$ cat config.mk
export PLATFORM = sky130hd
export DESIGN_NAME = sdram_cmd_timer
export DESIGN_NICKNAME = d
export VERILOG_FILES = /design/src/rtl/sdram_cmd_timer.sv
export SDC_FILE = /design/constraint.sdc
export NUM_CORES = 1
export LEC_CHECK = 0
export BUFFER_PORTS_ARGS = -buffer_cell sky130_fd_sc_hd__buf_2
export CAP_MARGIN = 40
export CORE_MARGIN = 2
export CORE_UTILIZATION = 60
export DETAILED_ROUTE_END_ITERATION = 12
export PLACE_DENSITY = 0.76
export SETUP_SLACK_MARGIN = 0.05
export SYNTH_ARGS = -nofsm -noshare
export SYNTH_HDL_FRONTEND = slang
export SYNTH_SLANG_ARGS = --single-unit
$ cat constraint.sdc
create_clock -name clk -period 5.3 [get_ports clk]
set_input_delay 1.06 -clock clk [delete_from_list [all_inputs] [get_ports clk]]
set_output_delay 1.06 -clock clk [all_outputs]
set_load 0.05 [all_outputs]
$ cat src/rtl/sdram_cmd_timer.sv
module sdram_cmd_timer #(
  parameter int TW = 4
) (
  input  logic          clk,
  input  logic          rst_n,
  input  logic          cfg_we,
  input  logic [2:0]    cfg_sel,
  input  logic [TW-1:0] cfg_data,
  input  logic          cmd_valid,
  input  logic [2:0]    cmd_type,
  output logic          cmd_ready,
  output logic          iss_valid,
  output logic [2:0]    iss_cmd,
  output logic          illegal_o,
  output logic [6:0]    stall_why,
  output logic          cfg_err
);

  localparam int NC = 7;
  localparam int K_MRD = 0, K_XSR = 1, K_SRM = 2, K_RC = 3, K_WR = 4, K_RP = 5, K_RCD = 6;
  localparam logic [2:0] C_MRS = 3'd0, C_ACT = 3'd1, C_RD = 3'd2, C_WR = 3'd3,
                         C_PRE = 3'd4, C_REF = 3'd5, C_SRE = 3'd6, C_SRX = 3'd7;

  logic [TW-1:0]    fld [NC];
  logic [TW-1:0]    cnt [NC];
  logic [NC*TW-1:0] fld_flat;
  logic [NC-1:0]    busy, need, trig;
  logic             row_open, in_sr, bad, go;
  int               c_wr, c_srm, c_rc, c_rcd, c_rp;

  always_comb begin
    need = '0;
    trig = '0;
    need[K_RP] = 1'b1;
    case (cmd_type)
      C_MRS: trig[K_MRD] = 1'b1;
      C_ACT: begin
        need[K_MRD] = 1'b1; need[K_XSR] = 1'b1; need[K_RC] = 1'b1;
        trig[K_RCD] = 1'b1;
      end
      C_RD:  need[K_RCD] = 1'b1;
      C_WR:  begin need[K_RCD] = 1'b1; trig[K_WR] = 1'b1; end
      C_PRE: begin need[K_WR] = 1'b1; trig[K_RP] = 1'b1; end
      C_REF: begin need[K_MRD] = 1'b1; need[K_RC] = 1'b1; trig[K_RC] = 1'b1; end
      C_SRE: trig[K_SRM] = 1'b1;
      C_SRX: begin need[K_SRM] = 1'b1; trig[K_XSR] = 1'b1; end
      default: ;
    endcase
  end

  assign bad = (((cmd_type == C_RD) || (cmd_type == C_WR)) && !row_open)
             || ((cmd_type == C_SRX) && !in_sr)
             || ((cmd_type != C_SRX) && in_sr);

  assign stall_why = {NC{cmd_valid && !bad}} & need & busy;
  assign cmd_ready = cmd_valid && (bad || ((need & busy) == '0));
  assign go        = cmd_valid && cmd_ready && !bad;

  for (genvar i = 0; i < NC; i++) begin : g_delay
    assign busy[i] = |cnt[i];
    assign fld_flat[i*TW +: TW] = fld[i];

    always_ff @(posedge clk) begin
      if (!rst_n)
        fld[i] <= '0;
      else if (cfg_we && !cmd_valid && (cfg_sel == 3'(i)))
        fld[i] <= cfg_data;
    end

    always_ff @(posedge clk) begin
      if (!rst_n)
        cnt[i] <= '0;
      else if (go && trig[i])
        cnt[i] <= fld[i];
      else if (busy[i])
        cnt[i] <= cnt[i] - 1'b1;
    end
  end

  always_ff @(posedge clk) begin
    if (!rst_n) begin
      iss_valid <= 1'b0;
      iss_cmd   <= C_MRS;
      illegal_o <= 1'b0;
      row_open  <= 1'b0;
      in_sr     <= 1'b0;
    end else begin
      iss_valid <= go;
      if (go) iss_cmd <= cmd_type;
      illegal_o <= cmd_valid && bad;
      if (go && cmd_type == C_ACT) row_open <= 1'b1;
      if (go && cmd_type == C_PRE) row_open <= 1'b0;
      if (go && cmd_type == C_SRE) in_sr <= 1'b1;
      if (go && cmd_type == C_SRX) in_sr <= 1'b0;
    end
  end

  always_comb begin
    c_wr  = int'(fld[K_WR])  + 1;
    c_srm = int'(fld[K_SRM]) + 1;
    c_rc  = int'(fld[K_RC])  + 1;
    c_rcd = int'(fld[K_RCD]) + 1;
    c_rp  = int'(fld[K_RP])  + 1;
  end

  assign cfg_err = (c_wr < (c_srm - c_rcd)) || (c_wr < (c_rc - c_rcd - c_rp));

  assert_no_issue_and_reject_R10: assert property (@(posedge clk) disable iff (!rst_n)
    !(iss_valid && illegal_o));

  assert_column_needs_row_R10: assert property (@(posedge clk) disable iff (!rst_n)
    (iss_valid && (iss_cmd == C_RD || iss_cmd == C_WR)) |-> $past(row_open));

  assert_sr_min_gap_R4: assert property (@(posedge clk) disable iff (!rst_n)
    (iss_valid && iss_cmd == C_SRE && $past(fld[K_SRM]) != '0) |-> !(go && cmd_type == C_SRX));

  assert_ref_gap_R5: assert property (@(posedge clk) disable iff (!rst_n)
    (iss_valid && iss_cmd == C_REF && $past(fld[K_RC]) != '0)
      |-> !(go && (cmd_type == C_REF || cmd_type == C_ACT)));

  assert_pre_gap_R7: assert property (@(posedge clk) disable iff (!rst_n)
    (iss_valid && iss_cmd == C_PRE && $past(fld[K_RP]) != '0) |-> !go);

  assert_cfg_hold_R12: assert property (@(posedge clk) disable iff (!rst_n)
    (cfg_we && cmd_valid) |=> $stable(fld_flat));

  assert_stall_blocks_R9: assert property (@(posedge clk) disable iff (!rst_n)
    (stall_why != '0) |-> !cmd_ready);

endmodule

## Word-level counts from Yosys, hierarchy flattened

Memories as Yosys holds them, arrays and structs flattened.
Index checks and enable logic that the tools add are counted.

| word-level totals | value |
|---|---|
| register bits after elaboration | 7 |
| bits of input ports | 14 |
| bits in writable memories | 56 |
| memories | 2 |
| word-level logic and storage cells | 214 |

| operators by class | value |
|---|---|
| reduce and logical (&&, ||, !) cells | 50 |
| multiplexer cells | 101 |
| add/sub/neg operators | 15 |
| bitwise gates (word level) | 25 |
| eq/ne operators | 14 |
| magnitude comparators | 2 |

Memory list:

| name | words | bits a word | read ports | clocked after Yosys merged registers in | wr ports | line | RTL |
|---|---|---|---|---|---|---|---|
| cnt | 7 | 4 | 7 | 0 | 7 | 25 | `logic [TW-1:0] cnt [NC];` |
| fld | 7 | 4 | 7 | 0 | 7 | 24 | `logic [TW-1:0] fld [NC];` |

Operators by type and width:

| kind | count |
|---|---|
| 2-to-1 mux 4 bit | 21 |
| 2-to-1 mux 1 bit | 80 |
| OR reduction 4 bit | 7 |
| subtractor 4 x 1 -> 4 bit (second input constant) | 7 |
| logical AND 1 bit | 27 |
| adder 4 x 1 -> 5 bit (second input constant) | 5 |
| bitwise AND 7 bit | 3 |
| equality test 3 bit (second input constant) | 7 |
| OR 1 bit | 21 |
| equality test 3 x 2 -> 1 bit (second input constant) | 4 |
| subtractor 5 x 5 -> 6 bit | 2 |
| OR reduction 2 bit | 4 |
| zero test 7 bit | 1 |
| < comparator 6 x 7 -> 1 bit | 1 |
| subtractor 6 x 6 -> 7 bit | 1 |
| equality test 3 x 1 -> 1 bit (second input constant) | 2 |
| zero test 3 bit | 2 |
| < comparator 6 bit | 1 |
| logical OR 1 bit | 5 |
| zero test 1 bit | 4 |
| != test 3 bit (second input constant) | 1 |
| NOT 1 bit | 1 |

## Longest topological paths before layout

Gate-level depths: netlist of the first run.

| depth | value |
|---|---|
| word-level depth | 15 |
| depth in mapped cells | 16 |
| depth with buffers taken out | 16 |

## Worst setup path before layout of the first run

No wires, ideal clock.

| path | value |
|---|---|
| path type | register to output |
| from | mem fld[6][0] (netlist: fld[3][0]) |
| to | out cfg_err |
| arrival time | 3.926 ns |
| stages on the path, launching flop included | 16 |
| setup slack | 0.314 ns |
| buffers on the path | 0 |
| data required time | 4.240 ns |
| cell sequence | edfxtp_1 -> ha_1 -> ha_1 -> inv_1 -> ha_1 -> inv_1 -> fa_1 -> inv_1 -> ha_1 -> a21o_1 -> a21oi_1 -> xor2_1 -> ha_1 -> a21o_1 -> o32a_1 -> o32ai_1 |

RTL lines:

| element | line | RTL |
|---|---|---|
| from (decl) | 24 |  |
| to (decl) | 16 | `output logic cfg_err` |

==> impl_metrics.json, run 1 <==
{
  "ys_ff_latch": 63,
  "synthCells": 437,
  "synth_cell_types": 59,
  "grt_max_degree": 32,
  "tns_ns": 0,
  "critPathMaxFanout": 3,
  "yosys_warnings": 0,
  "power_density_nw_per_um2": 446,
  "avgSynthCellArea_um2": 9.90,
  "rows": 30,
  "worst_skew_pair.late_latency_ns": 0.35,
  "die_w_um": 88.9,
  "gp_congestion": 0.885,
  "portBuffers": 27,
  "vdd_drop_max_mv": 0.246,
  "core-area_um2": 6870,
  "avgRoutedWirePerCell_um": 15.5,
  "hold_depth": 2,
  "endpoint_kind": "primary output",
  "hold_path.class": "register to register",
  "hold_start": "iss_cmd[0]$_SDFFE_PN0P_",
  "hold_viol_final": 0,
  "clkTransAtPathRegs_ns": 0.08,
  "place_area_um2": 4550,
  "post-route-util_pct": 68.9,
  "drc": 0,
  "cts_buffers": 9,
  "grt_overflow": 0,
  "cp-startpoint": "fld[3][1]$_SDFFCE_PN0P_",
  "p_leak_nw": 2.04,
  "initial_core_util_pct": 63.0,
  "drt-vias-per-instance": 5.82,
  "drive_gt1_share_pct": 12.8,
  "synth_async_sr_flop_share_pct": 0,
  "cts_max_level": 3,
  "nNetsFinal": 520,
  "vias": 3287,
  "rr_startpoint": "cnt[4][0]$_SDFFCE_PN0P_",
  "hold_buffers": 0,
  "diodes": 0,
  "synthFlopType": "edfxtp_1",
  "ant_nets": 0,
  "syn_area_um2": 4330,
  "dr.pass1.iters": 4,
  "routed_wl_mm": 8.78,
  "max_cap_viol_count": 0,
  "slew_violations": 0,
  "tightest_slew_ns": 0.675,
  "min_period_ns": 5.07,
  "synth_edf_count": 56,
  "ys_seq_area_share_pct": 42.1,
  "slew_headroom_pct": 54.6,
  "area_delta_synth_final_pct": 9.46,
  "worstRegToRegCells": 7,
  "cp.required_ns": 4.24,
  "grt_usage_pct": 24.8,
  "rsz0062_at_grt": "no",
  "synthesis.nets": 493,
  "grt_pass1_vias": 3116,
  "max_freq_ghz": 0.197,
  "period_share_pct": 95.6,
  "cts_root_buffer": "clkbuf_8",
  "io_pins": 28,
  "skew_ns": 0.00933,
  "hpwl_mm": 6.72,
  "antenna_found_initial": 0,
  "worstSetupStartpointType": "register",
  "dieHeight_um": 88.9,
  "critical_path_class": "register to primary output",
  "dr.first_iter.drc_count": 223,
  "hold_slack_ns": 0.465,
  "cp.arrival_ns": 4.01,
  "cts_tree": "built",
  "grt_pass1_wl_mm": 14.7,
  "die-area_um2": 7900,
  "clk_path_buf_depth": 2,
  "status": "finished clean",
  "setup_viol_count_final": 0,
  "final_cell_area_um2": 4730,
  "cts_sinks": 63
}
-- cell type report --
class | count | area (µm²)
Clock buffer | 9 | 124
Clock inverter | 7 | 55.1
Fill cell | 554 | 2130
Inverter | 40 | 150
Multi-Input combinational cell | 320 | 2280
Sequential cell | 63 | 1820
Tap cell | 96 | 120
Timing Repair Buffer | 30 | 180
-- layer usage --
| metal | GRT usage [%] | vias up | share of wire (%) |
|---|---|---|---|
| li1 | - | 1636 | - |
| met1 | 33.7 | 1554 | 45 |
| met2 | 40.4 | 90 | 48 |
| met3 | 4.25 | 7 | 6.0 |
| met4 | 8.68 | 0 | 1.1 |
| met5 | 0 | - | 0 |
-- flip-flops by register name, indices dropped and copies added, names as in the netlist --
register / count
cnt: 28
fld: 28
iss_cmd: 3
illegal_o: 1
in_sr: 1
iss_valid: 1
row_open: 1
-- cell usage after synthesis, drive strengths merged (5+ instances only) --
cell type / number / area (µm²)
xnor2: 8 / 70.1
ha: 39 / 488
nor2: 47 / 176
and2: 28 / 175
edfxtp: 56 / 1680
mux2i: 13 / 130
buf: 6 / 38.8
xor2: 5 / 43.8
o21ai: 21 / 109
nor3: 12 / 60.1
clkbuf: 8 / 31.3
nand3: 28 / 140
nor3b: 7 / 95.1
a21oi: 24 / 124
or3: 5 / 36.3
a21o: 8 / 60.1
nand2b: 6 / 37.5
dfxtp: 7 / 140
inv: 40 / 150
nand2: 21 / 78.8
-- stage by stage --
step                power [mW]  cells  setup slack, ns
finish                    2.11    565            0.234
global route              2.28    565           0.0473
CTS                       2.11    564           0.0953
detailed placement        1.72    548            0.479
global placement          1.68    547            0.560
floorplan                 1.51    437            0.314
-- worst paths after layout --
kind	endpoint	slack, ns
max	cfg_err	0.23
max reg2reg	cnt[3][0]$_DFFE_PP_	2.77
min	iss_cmd[0]$_SDFFE_PN0P_	0.47
min reg2reg	iss_cmd[0]$_SDFFE_PN0P_	0.47
-- cell families (layout without fill, tap and decap cells) --
group | after synthesis | count (layout) | share of synthesized area [%]
buf+inv | 54 | 86 | 5.09
simple gates | 170 | 170 | 21.3
flops | 63 | 63 | 42.1
compound gates | 82 | 82 | 13.2
mux | 13 | 13 | 3.01
xor+xnor | 13 | 13 | 2.63
fa+ha+maj | 42 | 42 | 12.7
-- where the power goes --
part	total (mW)	switching [mW]	internal (mW)
logic	0.937	0.549	0.389
clock network	0.387	0.213	0.174
registers	0.785	0.0835	0.701
-- timing repair --
item,in CTS,in global routing
endpoints found under the setup margin,0,1
setup buffers,0,1
resized for setup,0,2
-- cell usage in the layout, fill, tap and decap left out, types with 2 or more instances in the layout --
cell,n
inv_6,3
mux2i_1,13
o211ai_1,2
nand2b_1,6
nor3b_2,4
inv_1,40
buf_4,3
nand3b_1,3
clkbuf_8,9
clkinvlp_4,2
nand2_1,21
nor2_1,47
o311a_1,2
dfxtp_1,7
nor4_1,2
xor2_1,5
fa_1,3
nor2b_1,3
edfxtp_1,56
or3_1,4
nand3_1,28
nor3_1,12
a211oi_1,4
a21oi_1,23
nor3b_4,2
ha_1,39
xnor2_1,8
and3_1,3
buf_2,26
o21ai_0,19
and2_1,28
o22ai_1,2
a21o_1,8
o21a_1,2
o32ai_1,3
-- critical path, cell delays in order, from the launching register on --
cell and delay (ns):
edfxtp_1 0.42, ha_1 0.32, ha_1 0.28, inv_1 0.06
ha_1 0.15, inv_1 0.06, fa_1 0.48, inv_1 0.04
ha_1 0.32, a21o_1 0.18, a21oi_1 0.21, xor2_1 0.18
ha_1 0.27, a21o_1 0.16, o32a_1 0.16, o32ai_1 0.14
buf_4 0.25
(Power assumes the default switching activity.)
==> run 2: changes to the inputs <==
--- a/config.mk
+++ b/config.mk
@@ -5,11 +5,12 @@
 export SDC_FILE = /design/constraint.sdc
 export NUM_CORES = 1
 export LEC_CHECK = 0
-export BUFFER_PORTS_ARGS = -buffer_cell sky130_fd_sc_hd__buf_2
+export BUFFER_PORTS_ARGS = -buffer_cell sky130_fd_sc_hd__clkbuf_2
 export CAP_MARGIN = 40
 export CORE_MARGIN = 2
 export CORE_UTILIZATION = 60
 export DETAILED_ROUTE_END_ITERATION = 12
+export HOLD_SLACK_MARGIN = 0.1
 export PLACE_DENSITY = 0.76
 export SETUP_SLACK_MARGIN = 0.05
 export SYNTH_ARGS = -nofsm -noshare
==> impl_metrics.json, run 2 (synthesis results as in run 1) <==
{
  "pwr-share-comb_pct": 42.8,
  "portBuffers": 27,
  "switchingPower_mw": 0.833,
  "layout_commonest_cell": "edfxtp_1",
  "post-place-ws_ns": 0.476,
  "max_freq_ghz": 0.196,
  "vdd_drop_max_mv": 0.201,
  "status": "finished clean",
  "p_total_mw": 2.19,
  "grt_pass1_vias": 2967,
  "min_period_ns": 5.11,
  "switching_share_pct": 38.1,
  "worst_skew_pair.late_latency_ns": 0.35,
  "antenna_found_initial": 0,
  "internal_power_mw": 1.35,
  "rows": 30,
  "dr.pass1.iters": 5,
  "diodes": 0,
  "dieHeight_um": 88.9,
  "ant_nets": 0,
  "tightest_slew_ns": 0.647,
  "skew_ns": 0.00752,
  "dp_cells": 548,
  "area_delta_synth_final_pct": 10.4,
  "setup_viol_count_final": 0,
  "period_share_pct": 96.4,
  "routed_wl_mm": 8.84,
  "io_pins": 28,
  "clkPwrFrac_pct": 21.3,
  "place_area_um2": 4550,
  "p_leak_nw": 2.04,
  "nNetsFinal": 520,
  "tns_ns": 0,
  "hpwl_mm": 6.71,
  "hold_buffers": 0,
  "critPathMaxFanout": 3,
  "dr.first_iter.drc_count": 219,
  "drc": 0,
  "hold_viol_final": 0,
  "endpoint_kind": "primary output",
  "top_regs": "cnt x28, fld x28, iss_cmd x3",
  "cts_sinks": 63,
  "vias": 3325,
  "slew_violations": 0,
  "grt_usage_pct": 24.2,
  "cts_tree": "built",
  "slew_headroom_pct": 56.4,
  "core-area_um2": 6870,
  "initial_core_util_pct": 63.0,
  "power_density_nw_per_um2": 458,
  "cts_root_buffer": "clkbuf_8",
  "final_cell_mix": "edfxtp_1 (56), nor2_1 (47), inv_1 (40), ha_1 (39)",
  "worstSetupStartpointType": "register",
  "cts_buffers": 9,
  "fin_cells": 565,
  "cts_max_level": 3,
  "die_w_um": 88.9,
  "cp.arrival_ns": 4.05,
  "critical_path_class": "register to primary output",
  "final_cell_area_um2": 4780,
  "clk_path_buf_depth": 2,
  "worst_slack_ns": 0.190,
  "cp.required_ns": 4.24,
  "clkTransAtPathRegs_ns": 0.08,
  "gp_congestion": 0.884,
  "avgRoutedWirePerCell_um": 15.6,
  "hold_path.class": "register to register",
  "grt_max_degree": 32,
  "grt_pass1_wl_mm": 14.3,
  "rsz0062_at_grt": "no",
  "drt-vias-per-instance": 5.88,
  "power_frac_seq_pct": 35.8,
  "max_cap_viol_count": 0,
  "die-area_um2": 7900,
  "drive_gt1_share_pct": 12.8,
  "grt_overflow": 0
}
run 2: changes by cell type in the layout (fill, tap and decap cells not counted), sizes merged:
| cell | before | now |
|---|---|---|
| buf | 30 | 4 |
| clkbuf | 9 | 35 |
| bufinv | 0 | 2 |
| inv | 43 | 41 |
| clkinv | 2 | 1 |
| clkinvlp | 2 | 3 |
run 2: power by group through the flow:
stage / Clock [mW] / Combinational [mW] / Sequential, mW
CTS: 0.470 / 0.931 / 0.784
floorplan: 0 / 0.731 / 0.783
global route: 0.491 / 1.05 / 0.802
finish: 0.467 / 0.937 / 0.784
detailed placement: 0 / 0.922 / 0.795
global placement: 0 / 0.890 / 0.790
run 2: path summary, 6_finish.rpt:
kind         cells past startpoint  slack [ns]                      end               startpoint
max reg2reg                      7        2.79      cnt[3][2]$_DFFE_PP_      cnt[5][0]$_DFFE_PP_
max                             16        0.19                  cfg_err  fld[3][0]$_SDFFCE_PN0P_
min                              2        0.46  iss_cmd[1]$_SDFFE_PN0P_  iss_cmd[1]$_SDFFE_PN0P_
min reg2reg                      2        0.46  iss_cmd[1]$_SDFFE_PN0P_  iss_cmd[1]$_SDFFE_PN0P_
run 2: layer usage:
layer | vias up | GRT usage (%) | routed length (µm)
li1 | 1637 | - | -
met4 | 0 | 9.50 | 145
met2 | 110 | 38.0 | 4130
met1 | 1562 | 34.2 | 4100
met3 | 16 | 3.60 | 466
met5 | - | 0 | 0
run 2: through the flow:
stage                     utilization, %  hold slack (ns)
after floorplan                        -            0.484
after global placement              65.8            0.450
after detailed placement            66.2            0.454
after CTS                           69.4            0.462
after global routing                69.5            0.484
final                               69.5            0.464
run 2: worst max-delay path: stages, from the launching register on:
cell and delay (ns):
edfxtp_1 0.42, ha_1 0.34, ha_1 0.28, inv_1 0.07
ha_1 0.17, inv_1 0.06, fa_1 0.47, inv_1 0.04
ha_1 0.32, a21o_1 0.19, a21oi_1 0.21, xor2_1 0.18
ha_1 0.27, a21o_1 0.17, o32a_1 0.15, o32ai_1 0.13
buf_4 0.25
run 2: area by class of cell:
type	instances	area, µm²
clock inverters	7	96.3
fillers	533	2090
clock buffers	9	124
repair buffers	30	180
well taps	96	120
multi-input cells	320	2280
flip-flops and latches	63	1820
inverters	40	150
run 2: timing repair:
item                                    CTS  global route
endpoints found under the setup margin    0             1
gates resized for setup                   0             3
buffers inserted                          0             1
